--- config.mk ---
export PLATFORM = sky130hd
export DESIGN_NAME = rx_frame_stats
export DESIGN_NICKNAME = d
export VERILOG_FILES = /design/src/rtl/rxfs_pkg.sv /design/src/rtl/rxfs_classify.sv /design/src/rtl/rxfs_sat_counter.sv /design/src/rtl/rxfs_read_port.sv /design/src/rtl/rx_frame_stats.sv
export SDC_FILE = /design/constraint.sdc
export NUM_CORES = 1
export LEC_CHECK = 0
export ABC_AREA = 1
export BUFFER_PORTS_ARGS = -buffer_cell sky130_fd_sc_hd__buf_2
export CAP_MARGIN = 40
export CORE_MARGIN = 2
export CORE_UTILIZATION = 55
export CTS_CLUSTER_DIAMETER = 200
export DETAILED_ROUTE_END_ITERATION = 6
export HOLD_SLACK_MARGIN = 0.1
export PLACE_DENSITY_LB_ADDON = 0.3
export SYNTH_ARGS = -nofsm -noshare
export SYNTH_HDL_FRONTEND = slang
export SYNTH_SLANG_ARGS = --single-unit
export TNS_END_PERCENT = 100
--- constraint.sdc ---
create_clock -name clk -period 3.1 [get_ports clk]
set_input_delay 0.775 -clock clk [delete_from_list [all_inputs] [get_ports clk]]
set_output_delay 0.775 -clock clk [all_outputs]
set_load 0.005 [all_outputs]
--- src/rtl/rxfs_pkg.sv ---
// Package rxfs_pkg
// Shared constants for the receive frame statistics block: the frame
// length window limits and the register address layout.
// Assumes: lengths are plain byte counts, addresses are word numbers.
package rxfs_pkg;
    localparam int unsigned MIN_FRAME_LEN   = 64;
    localparam int unsigned MAX_UNTAGGED    = 1518;
    localparam int unsigned MAX_TAGGED      = 1522;
    localparam int unsigned MAX_JUMBO       = 2048;

    localparam int unsigned PORT_STRIDE     = 1024;
    localparam int unsigned GOOD_OFS        = 'h18;
    localparam int unsigned CRCERR_OFS      = 'h19;

    // Which counter a frame should bump, if any.
    typedef struct packed {
        logic good;
        logic crc;
    } frame_verdict_t;
endpackage

--- src/rtl/rxfs_classify.sv ---
// Module rxfs_classify
// Sorts one port's end-of-frame event into good frame, CRC-error frame or
// neither. The decision is purely combinational.
// Assumes: length and flags are meaningful only while frm_end is high.
module rxfs_classify
    import rxfs_pkg::*;
#(
    parameter int LEN_W = 12
) (
    input  logic             frm_end,
    input  logic [LEN_W-1:0] frm_len,
    input  logic             frm_tagged,
    input  logic             frm_fcs_bad,
    input  logic             frm_sym_bad,
    input  logic             frm_dribble,
    input  logic             jumbo_en,
    output frame_verdict_t   verdict
);
    localparam logic [LEN_W-1:0] LEN_MIN = LEN_W'(MIN_FRAME_LEN);
    localparam logic [LEN_W-1:0] LEN_UNT = LEN_W'(MAX_UNTAGGED);
    localparam logic [LEN_W-1:0] LEN_TAG = LEN_W'(MAX_TAGGED);
    localparam logic [LEN_W-1:0] LEN_JMB = LEN_W'(MAX_JUMBO);

    logic [LEN_W-1:0] len_max;
    logic             len_ok;

    // Choose the upper length limit from the jumbo bit and the tag flag.
    always_comb begin
        if (jumbo_en)        len_max = LEN_JMB;
        else if (frm_tagged) len_max = LEN_TAG;
        else                 len_max = LEN_UNT;
    end

    // Length window check, both ends inclusive.
    always_comb len_ok = (frm_len >= LEN_MIN) && (frm_len <= len_max);

    // Final verdict: a symbol error excludes the frame from both counts.
    always_comb begin
        verdict.good = frm_end && len_ok && !frm_fcs_bad && !frm_sym_bad;
        verdict.crc  = frm_end && len_ok &&  frm_fcs_bad && !frm_sym_bad
                       && !frm_dribble;
    end
endmodule

--- src/rtl/rxfs_sat_counter.sv ---
// Module rxfs_sat_counter
// Saturating event counter with clear-on-read. When clear and increment
// coincide, the counter restarts at one so the event is kept.
// Assumes: clr is a single-cycle pulse issued with the read that returns
// the current value.
module rxfs_sat_counter #(
    parameter int CNT_W = 32
) (
    input  logic             clk,
    input  logic             rst_n,
    input  logic             inc,
    input  logic             clr,
    output logic [CNT_W-1:0] cnt
);
    localparam logic [CNT_W-1:0] CNT_MAX = '1;
    localparam logic [CNT_W-1:0] CNT_ONE = CNT_W'(1);

    // Count update with clear priority and saturation at all-ones.
    always_ff @(posedge clk) begin
        if (!rst_n)
            cnt <= '0;
        else if (clr)
            cnt <= inc ? CNT_ONE : '0;
        else if (inc && (cnt != CNT_MAX))
            cnt <= cnt + CNT_ONE;
    end


    no_wrap_chk: assert property (@(posedge clk) disable iff (!rst_n)
        (!clr && cnt == CNT_MAX) |=> (cnt == CNT_MAX));


    clear_to_zero_chk: assert property (@(posedge clk) disable iff (!rst_n)
        (clr && !inc) |=> (cnt == '0));


    clear_keeps_event_chk: assert property (@(posedge clk) disable iff (!rst_n)
        (clr && inc) |=> (cnt == CNT_ONE));


    step_one_chk: assert property (@(posedge clk) disable iff (!rst_n)
        (!clr && inc && cnt != CNT_MAX) |=> (cnt == $past(cnt) + CNT_ONE));


    hold_idle_chk: assert property (@(posedge clk) disable iff (!rst_n)
        (!clr && !inc) |=> $stable(cnt));
endmodule

--- src/rtl/rxfs_read_port.sv ---
// Module rxfs_read_port
// Decodes the read address against every counter and registers the
// selected value. It also issues the per-counter clear pulses.
// Assumes: the address matters only while rd_stb is high.
module rxfs_read_port
    import rxfs_pkg::*;
#(
    parameter int NUM_PORTS = 3,
    parameter int CNT_W     = 32,
    parameter int ADDR_W    = 12
) (
    input  logic                 clk,
    input  logic                 rst_n,
    input  logic                 rd_stb,
    input  logic [ADDR_W-1:0]    rd_addr,
    input  logic [CNT_W-1:0]     good_cnt [NUM_PORTS],
    input  logic [CNT_W-1:0]     crc_cnt  [NUM_PORTS],
    output logic [NUM_PORTS-1:0] good_clr,
    output logic [NUM_PORTS-1:0] crc_clr,
    output logic [CNT_W-1:0]     rd_data
);
    logic [NUM_PORTS-1:0] good_hit;
    logic [NUM_PORTS-1:0] crc_hit;
    logic [CNT_W-1:0]     sel_val;

    // One address comparator per counter.
    for (genvar p = 0; p < NUM_PORTS; p++) begin : g_dec
        localparam logic [ADDR_W-1:0] A_GOOD = ADDR_W'((p + 1) * PORT_STRIDE + GOOD_OFS);
        localparam logic [ADDR_W-1:0] A_CRC  = ADDR_W'((p + 1) * PORT_STRIDE + CRCERR_OFS);
        assign good_hit[p] = rd_stb && (rd_addr == A_GOOD);
        assign crc_hit[p]  = rd_stb && (rd_addr == A_CRC);
    end

    assign good_clr = good_hit;
    assign crc_clr  = crc_hit;

    // OR-mux of the selected counter; at most one hit is ever set.
    always_comb begin
        sel_val = '0;
        for (int p = 0; p < NUM_PORTS; p++) begin
            if (good_hit[p]) sel_val |= good_cnt[p];
            if (crc_hit[p])  sel_val |= crc_cnt[p];
        end
    end

    // Register read data; zero when no strobe or unmapped address.
    always_ff @(posedge clk) begin
        if (!rst_n) rd_data <= '0;
        else        rd_data <= sel_val;
    end


    one_target_chk: assert property (@(posedge clk) disable iff (!rst_n)
        $onehot0({good_hit, crc_hit}));


    idle_zero_chk: assert property (@(posedge clk) disable iff (!rst_n)
        !rd_stb |=> (rd_data == '0));


    unmapped_zero_chk: assert property (@(posedge clk) disable iff (!rst_n)
        (rd_stb && !(|{good_hit, crc_hit})) |=> (rd_data == '0));
endmodule

--- src/rtl/rx_frame_stats.sv ---
// Module rx_frame_stats
// Top level of the per-port receive statistics block: a frame classifier
// and two saturating clear-on-read counters per port, plus a shared
// read port.
// Assumes: the jumbo bits change only between frames; each frame-end
// event lasts exactly one cycle.
module rx_frame_stats
    import rxfs_pkg::*;
#(
    parameter int NUM_PORTS = 3,
    parameter int LEN_W     = 12,
    parameter int CNT_W     = 32,
    parameter int ADDR_W    = 12
) (
    input  logic                       clk,
    input  logic                       rst_n,
    input  logic [NUM_PORTS-1:0]       frm_end,
    input  logic [NUM_PORTS*LEN_W-1:0] frm_len,
    input  logic [NUM_PORTS-1:0]       frm_tagged,
    input  logic [NUM_PORTS-1:0]       frm_fcs_bad,
    input  logic [NUM_PORTS-1:0]       frm_sym_bad,
    input  logic [NUM_PORTS-1:0]       frm_dribble,
    input  logic [NUM_PORTS-1:0]       jumbo_en,
    input  logic                       rd_stb,
    input  logic [ADDR_W-1:0]          rd_addr,
    output logic [CNT_W-1:0]           rd_data
);
    logic [CNT_W-1:0]     good_cnt [NUM_PORTS];
    logic [CNT_W-1:0]     crc_cnt  [NUM_PORTS];
    logic [NUM_PORTS-1:0] good_clr;
    logic [NUM_PORTS-1:0] crc_clr;
    frame_verdict_t       verdict  [NUM_PORTS];

    // Per-port classifier and counter pair.
    for (genvar p = 0; p < NUM_PORTS; p++) begin : g_port
        rxfs_classify #(.LEN_W(LEN_W)) u_cls (
            .frm_end     (frm_end[p]),
            .frm_len     (frm_len[p*LEN_W +: LEN_W]),
            .frm_tagged  (frm_tagged[p]),
            .frm_fcs_bad (frm_fcs_bad[p]),
            .frm_sym_bad (frm_sym_bad[p]),
            .frm_dribble (frm_dribble[p]),
            .jumbo_en    (jumbo_en[p]),
            .verdict     (verdict[p])
        );

        rxfs_sat_counter #(.CNT_W(CNT_W)) u_good (
            .clk   (clk),
            .rst_n (rst_n),
            .inc   (verdict[p].good),
            .clr   (good_clr[p]),
            .cnt   (good_cnt[p])
        );

        rxfs_sat_counter #(.CNT_W(CNT_W)) u_crc (
            .clk   (clk),
            .rst_n (rst_n),
            .inc   (verdict[p].crc),
            .clr   (crc_clr[p]),
            .cnt   (crc_cnt[p])
        );


        sym_blocks_all_chk: assert property (@(posedge clk) disable iff (!rst_n)
            (frm_end[p] && frm_sym_bad[p]) |-> !(verdict[p].good || verdict[p].crc));


        no_count_idle_chk: assert property (@(posedge clk) disable iff (!rst_n)
            !frm_end[p] |-> !(verdict[p].good || verdict[p].crc));


        disjoint_chk: assert property (@(posedge clk) disable iff (!rst_n)
            $onehot0({verdict[p].good, verdict[p].crc}));
    end

    // Shared read port and clear generation.
    rxfs_read_port #(
        .NUM_PORTS (NUM_PORTS),
        .CNT_W     (CNT_W),
        .ADDR_W    (ADDR_W)
    ) u_rd (
        .clk      (clk),
        .rst_n    (rst_n),
        .rd_stb   (rd_stb),
        .rd_addr  (rd_addr),
        .good_cnt (good_cnt),
        .crc_cnt  (crc_cnt),
        .good_clr (good_clr),
        .crc_clr  (crc_clr),
        .rd_data  (rd_data)
    );
endmodule

==> results of run 1 <==
[logic make-up after synthesis]
group	after synthesis
AO/OA/AOI/OAI	325
XOR/XNOR	97
adder cells (fa/ha/maj)	36
buffers and inverters	408
flip-flops	224
AND/OR/NAND/NOR	1741
[layout by cell type, fill, tap and decap left out, types with 4 or more instances in the layout]
cell,n
a21oi_1,204
a21oi_2,10
buf_12,7
buf_2,100
buf_4,50
bufinv_16,5
clkbuf_1,5
clkbuf_16,29
clkbuf_8,10
dfxtp_1,224
ha_1,36
inv_1,286
inv_2,7
nand2_1,779
nand2_2,25
nand3_1,273
nand4_1,25
nor2_1,487
nor2_2,17
nor2_4,7
nor3_1,90
nor3b_1,15
o21a_1,4
o21ai_0,32
o21ai_1,4
o22ai_1,69
xnor2_1,4
xor2_1,93
[metal layers]
layer | share of wire [%] | vias to the layer above
met2 | 45 | 903
met1 | 40 | 8791
met3 | 8.8 | 186
li1 | - | 9222
met5 | 0 | -
met4 | 5.8 | 0
[power by group]
part / internal, mW / total (mW) / switching (mW) / leakage (nW)
Combinational: 0.123 / 0.358 / 0.235 / 4.37
Sequential: 2.88 / 2.89 / 0.00839 / 1.80
Clock: 2.35 / 3.69 / 1.34 / 0.514
[registers in the layout, summed over array words and instances (netlist names)]
register,count
g_port.u_crc.cnt,96
g_port.u_good.cnt,96
u_rd.rd_data,32
[through the flow]
| stage | setup slack (ns) | area, um2 | utilization, % |
|---|---|---|---|
| final | 0.6122 | 18660 | 62.64 |
| after global routing | 0.5034 | 18660 | 62.64 |
| after CTS | 0.6605 | 18660 | 62.64 |
| after detailed placement | 0.1205 | 17620 | 59.14 |
| after global placement | 0.2261 | 17620 | 59.14 |
| after floorplan | 0.5565 | 16730 | - |
[layout make-up]
cell class,count,area [um2]
repair buffers,157,1016
multi-input cells,2199,10520
fillers,2951,11130
inverters,295,1112
clock inverters,7,160.2
flip-flops and latches,224,4484
well taps,390,488.0
clock buffers,44,882.1
[worst min path at each step]
stage,to,cells past startpoint
2_1_floorplan,g_port[2].u_crc.cnt[16]$_SDFFE_PN0P_,2
3_3_place_gp,g_port[2].u_good.cnt[16]$_SDFFE_PN0P_,2
3_5_place_dp,g_port[2].u_good.cnt[16]$_SDFFE_PN0P_,2
4_1_cts,g_port[2].u_good.cnt[16]$_SDFFE_PN0P_,2
5_1_grt,g_port[1].u_good.cnt[16]$_SDFFE_PN0P_,2
6_report,g_port[2].u_good.cnt[16]$_SDFFE_PN0P_,2
[worst max-delay path: stages (launching register included)]
cell and delay (ns):
dfxtp_1 0.49, ha_1 0.30, nand2_1 0.14, nor2_2 0.23
nand2_2 0.17, nor2_2 0.21, nand3_2 0.13, nand4_4 0.21
nand2_1 0.13, buf_12 0.20, nand2_1 0.07, a21oi_1 0.06
==> flow_summary_export.csv, run 1 <==
group,metric,value,unit
status,run_status,"finished, final reports clean",
flow_run,maxCapViolCount,0,
clocking,clk_path_buf_depth,3,
clocking,ctsHoldBuffers,0,
floorplanning,die_h,178.4,um
clocking,cts-root-buf,"clkbuf_16",
pwr,cellPowerDensity,372.0,mW/mm2
floorplanning,io_pins,101,
global_route,met1_usage,46.08,%
placement,gp_congestion,1.023,
timing,setup-violations-final,0,
logic_synthesis,yosys.area.top_type,"dfxtp_1",
logic_synthesis,ys_seq_elements,224,
finish,fin_nets,3010,
worst_setup_path,reg2reg_slack,0.61,ns
worst_setup_path,r2r_start,"g_port[0].u_good.cnt[0]$_SDFFE_PN0P_",
floorplanning,initial_core_util,56.15,%
logic_synthesis,synth_warnings,0,
worst_setup_path,crit_arrival,2.93,ns
route,dr.pass1.iters,6,
timing,drv_slew,0,
logic_synthesis,syn-num-nets,2936,
logic_synthesis,synth_compound_area_share,10.55,%
logic_synthesis,syn-cell-area,0.01673,mm2
timing,min_period_over_period,80.25,%
logic_synthesis,synth-simple-area-share,44.48,%
timing,tightestPinTransition,0.5884,ns
timing,slew_headroom,60.77,%
timing,hold_slack,0.4808,ns
global_route,grt_pass1_vias,17920,
finish,finalNonFillerCells,3316,
global_route,grt_pass1_wl,93650,um
finish,drive_gt1_share,9.877,%
logic_synthesis,ys_types,39,
placement,place.port_buffers,100,
floorplanning,die_w,178.4,um
route,drc,0,
worst_setup_path,startpoint,"g_port[0].u_good.cnt[0]$_SDFFE_PN0P_",
placement,dp.cells,3265,
timing,rsz0062_at_grt,"no",
global_route,use_met3,7.097,%
route,detail-route-antenna-nets,0,
clocking,post-cts-setup-buffers,0,
floorplanning,dieArea,0.03183,mm2
logic_synthesis,synthXorXnorAreaFrac,5.078,%
clocking,numCtsBuffers,28,
hold_path,hp-class,"reg -> reg",
logic_synthesis,ys_seq_area_share,26.80,%
logic_synthesis,synth_top_family_by_area,"simple AND/OR/NAND/NOR gates",
route,viasPerCell,5.761,
timing,clock_skew,0.01022,ns
timing,max_freq,402.0,MHz
global_route,antenna_found_initial,0,
logic_synthesis,synth_edf_count,0,
logic_synthesis,synth-adder-area-share,2.692,%
pwr,p_leak,6.687,nW
route,drtIter0Drc,2142,
clocking,cts_resized,0,
worst_setup_path,critPathKind,"reg -> reg",
timing,timing.setup.tns,0,ns
floorplanning,rows,63,
placement,dp_hpwl,45050,um
global_route,grt_overflow,0,
global_route,use_met2,60.44,%
finish,synthToLayoutAreaGrowth,11.56,%
worst_setup_path,worstSetupStartpointType,"flip-flop",
route,wl,59150,um
clocking,clkLatencyLatePin,0.57,ns
logic_synthesis,syn_inst,2831,
logic_synthesis,async_flop_share,0,%
clocking,cts.sinks,224,
worst_setup_path,r2r_cells,11,
pwr,ir_drop,428.4,uV
logic_synthesis,avgSynthCellArea,5.910,um2
worst_setup_path,crit_path_end,"g_port[0].u_good.cnt[5]$_SDFFE_PN0P_",
logic_synthesis,ys.flop_type,"dfxtp_1",
worst_setup_path,worstPathRequired,3.54,ns
worst_setup_path,path_max_fanout,30,
logic_synthesis,ys_top_cells_by_count,"nand2_1 (782), nor2_1 (490), inv_1 (286)",
global_route,grt_max_degree,59,
floorplanning,core_area,0.02980,mm2
worst_setup_path,r2r-end,"g_port[0].u_good.cnt[5]$_SDFFE_PN0P_",
route,num_vias,19100,
logic_synthesis,yosysMostFrequentCell,"nand2_1",
clocking,cts_max_level,1,
global_route,grtUsageTotal,36.92,%
pwr,power,6.943,mW
timing,min_period,2.488,ns
worst_setup_path,worstSetupEndpointType,"flip-flop",
hold_path,worstHoldStart,"g_port[2].u_good.cnt[16]$_SDFFE_PN0P_",
route,wl_per_cell,17.84,um
timing,hold_viol_final,0,
clocking,cts_tree,"built",
logic_synthesis,synthMuxAreaShare,0,%
finish,num_antenna_cells,0,
global_route,busiest_layer,"met2",
logic_synthesis,synthTopCellsByArea,"dfxtp_1 (27%), nand2_1 (18%), nor2_1 (11%)",
logic_synthesis,netlist.area_leader.share,26.80,%
clocking,clk_pin_slew_worst_paths,0.06,ns
No activity file was read; power rests on OpenSTA's default activity.
==> run 2: changes to the inputs <==
clock period = 2.35 ns   (was 3.1 ns; I/O delays follow)
==> run 2 against run 1 <==
Against the previous run:
- clock skew increased by 0.0018 ns
- utilization increased by 2.1 points
- highest routed layer unchanged
- critical path type unchanged
- largest power group unchanged
- clock power increased by 18%
- the run now ends with design-rule violations left
- global-route usage increased by 2.9 points
- worst setup slack got worse by 0.52 ns
- wire length increased by 8.0%
- sequential cell count unchanged
==> flow_summary_export.csv, run 2 (same netlist as run 1, synthesis figures left out) <==
group,metric,value,unit
route,wl,63870,um
finish,regArea,0.004484,mm2
hold_path,hp-class,"in -> reg",
global_route,grt_overflow,0,
worst_setup_path,worstSetupStartpointType,"flip-flop",
route,wl_per_cell,18.83,um
floorplanning,initial_core_util,56.15,%
clocking,clkLatencyLatePin,0.55,ns
clocking,cts_max_level,1,
worst_setup_path,crit_slowest_cell,"dfxtp_1",
finish,final_cell_mix,"nand2_1 (779), nor2_1 (487), inv_1 (286)",
floorplanning,die_h,178.4,um
clocking,ctsHoldBuffers,0,
flow_run,maxCapViolCount,0,
placement,dp_hpwl,49280,um
timing,fin_ws,0.09088,ns
worst_setup_path,crit_arrival,2.67,ns
finish,fillers,2871,
clocking,cts_tree,"built",
floorplanning,die_w,178.4,um
finish,fin_nets,3087,
status,run_status,"finished, violations left",
status,violations,"design-rule violations",
route,num_vias,19580,
placement,place_ws,-0.4276,ns
timing,max_freq,442.7,MHz
route,viasPerCell,5.775,
finish,finalInstanceArea,0.01929,mm2
floorplanning,core_area,0.02980,mm2
global_route,grt_max_degree,66,
timing,drv_slew,0,
timing,min_period,2.259,ns
timing,min_period_over_period,96.13,%
placement,dpl_cell_area,0.01839,mm2
route,drtIter0Drc,1942,
placement,gp_congestion,1.027,
floorplanning,io_pins,101,
finish,fin_util,64.74,%
global_route,grt_pass1_wl,98380,um
worst_setup_path,critPathKind,"reg -> reg",
worst_setup_path,crit_top_cell,"nand2_1",
global_route,grtUsageTotal,39.82,%
clocking,clk_path_buf_depth,3,
clocking,numCtsBuffers,27,
floorplanning,dieArea,0.03183,mm2
placement,dp.cells,3343,
placement,place.port_buffers,100,
global_route,antenna_found_initial,2,
timing,setup-violations-final,0,
worst_setup_path,worstPathRequired,2.77,ns
worst_setup_path,cp_slowest_stage_delay,0.45,ns
timing,tightestPinTransition,0.6026,ns
worst_setup_path,cp_cell_sequence,"ha_1 -> nand2_1 -> nor2_2 -> nand2_2 -> nor2_2 -> nand3_2 -> nand4_4 -> nand2_1 -> buf_12 -> nand2_1 -> a21oi_1",
clocking,clk_pin_slew_worst_paths,0.06,ns
worst_setup_path,worstSetupEndpointType,"flip-flop",
global_route,grt_pass1_vias,18270,
pwr,cellPowerDensity,451.3,mW/mm2
timing,hold_viol_final,0,
floorplanning,rows,63,
route,dr.pass1.iters,7,
pwr,p_leak,7.068,nW
route,drc,4,
pwr,ir_drop,543.9,uV
finish,reg.largest.list,"g_port.u_crc.cnt x96, g_port.u_good.cnt x96, u_rd.rd_data x32",
clocking,cts.sinks,224,
finish,drive_gt1_share,12.00,%
pwr,power,8.705,mW
timing,timing.setup.tns,0,ns
finish,synthToLayoutAreaGrowth,15.30,%
finish,multi_input_area,0.01054,mm2
timing,slew_headroom,59.40,%
timing,rsz0062_at_grt,"no",
clocking,cts-root-buf,"clkbuf_16",
route,detail-route-antenna-nets,0,
finish,finalNonFillerCells,3391,
finish,mostFrequentLayoutCell,"nand2_1",
worst_setup_path,path_max_fanout,30,
timing,hold_slack,0.4590,ns
timing,clock_skew,0.01204,ns
-- run 2: cell count changes in the layout (fill, tap and decap cells not counted) --
cell        change
inv_6           +1
diode_2         +1
buf_4          +64
nand4_2         -1
clkbuf_8        -8
nor3b_2         +1
clkbuf_16       -2
nor3b_1         -1
nand4_4         +1
clkbuf_1        +4
clkinvlp_4      +2
buf_12         +14
bufinv_16       -1
-- run 2: worst max-delay path, delay by kind of cell, from the launching register on --
| kind | cells | cell delay (ns) |
|---|---|---|
| AOI/OAI and AO/OA | 1 | 0.06 |
| DFF | 1 | 0.45 |
| and+or+nand+nor | 8 | 1.19 |
| buffers and inverters | 1 | 0.19 |
| adders and majority gates | 1 | 0.22 |
-- run 2: per-layer routing --
metal | track usage (%) | up-vias | routed length (um)
met5 | 0 | - | 0
met4 | 24.42 | 0 | 4515
met3 | 6.927 | 242 | 5801
met2 | 65.27 | 1028 | 28500
met1 | 48.55 | 8921 | 25050
li1 | - | 9393 | -
-- run 2: where the power goes --
group	total [mW]	internal [mW]	leakage, nW	switching, mW
logic	0.534	0.202	4.84	0.332
registers	3.81	3.80	1.80	0.00803
clock network	4.36	2.61	0.427	1.75
-- run 2: worst paths after layout --
check | start | end | slack [ns] | cells past startpoint
hold / removal | frm_fcs_bad[2] | g_port[2].u_good.cnt[0]$_SDFFE_PN0P_ | 0.46 | 5
hold reg to reg | g_port[2].u_good.cnt[16]$_SDFFE_PN0P_ | g_port[2].u_good.cnt[16]$_SDFFE_PN0P_ | 0.49 | 2
setup reg to reg | g_port[0].u_good.cnt[0]$_SDFFE_PN0P_ | g_port[0].u_good.cnt[2]$_SDFFE_PN0P_ | 0.09 | 11
setup / recovery | g_port[0].u_good.cnt[0]$_SDFFE_PN0P_ | g_port[0].u_good.cnt[2]$_SDFFE_PN0P_ | 0.09 | 11
-- run 2: final cells by class --
cell class                      instances  area share [%]
Antenna cell                            1         0.01297
Multi-Input combinational cell       2199           54.61
Clock buffer                           38           3.820
Clock inverter                          9          0.7978
Timing Repair Buffer                  235           9.211
Inverter                              295           5.766
Sequential cell                       224           23.25
Tap cell                              390           2.530
-- run 2: timing repair --
action,4_1_cts,5_1_grt
setup buffers,0,0
gates resized for setup,0,1
hold endpoints to repair,0,0
endpoints found under the setup margin,0,27
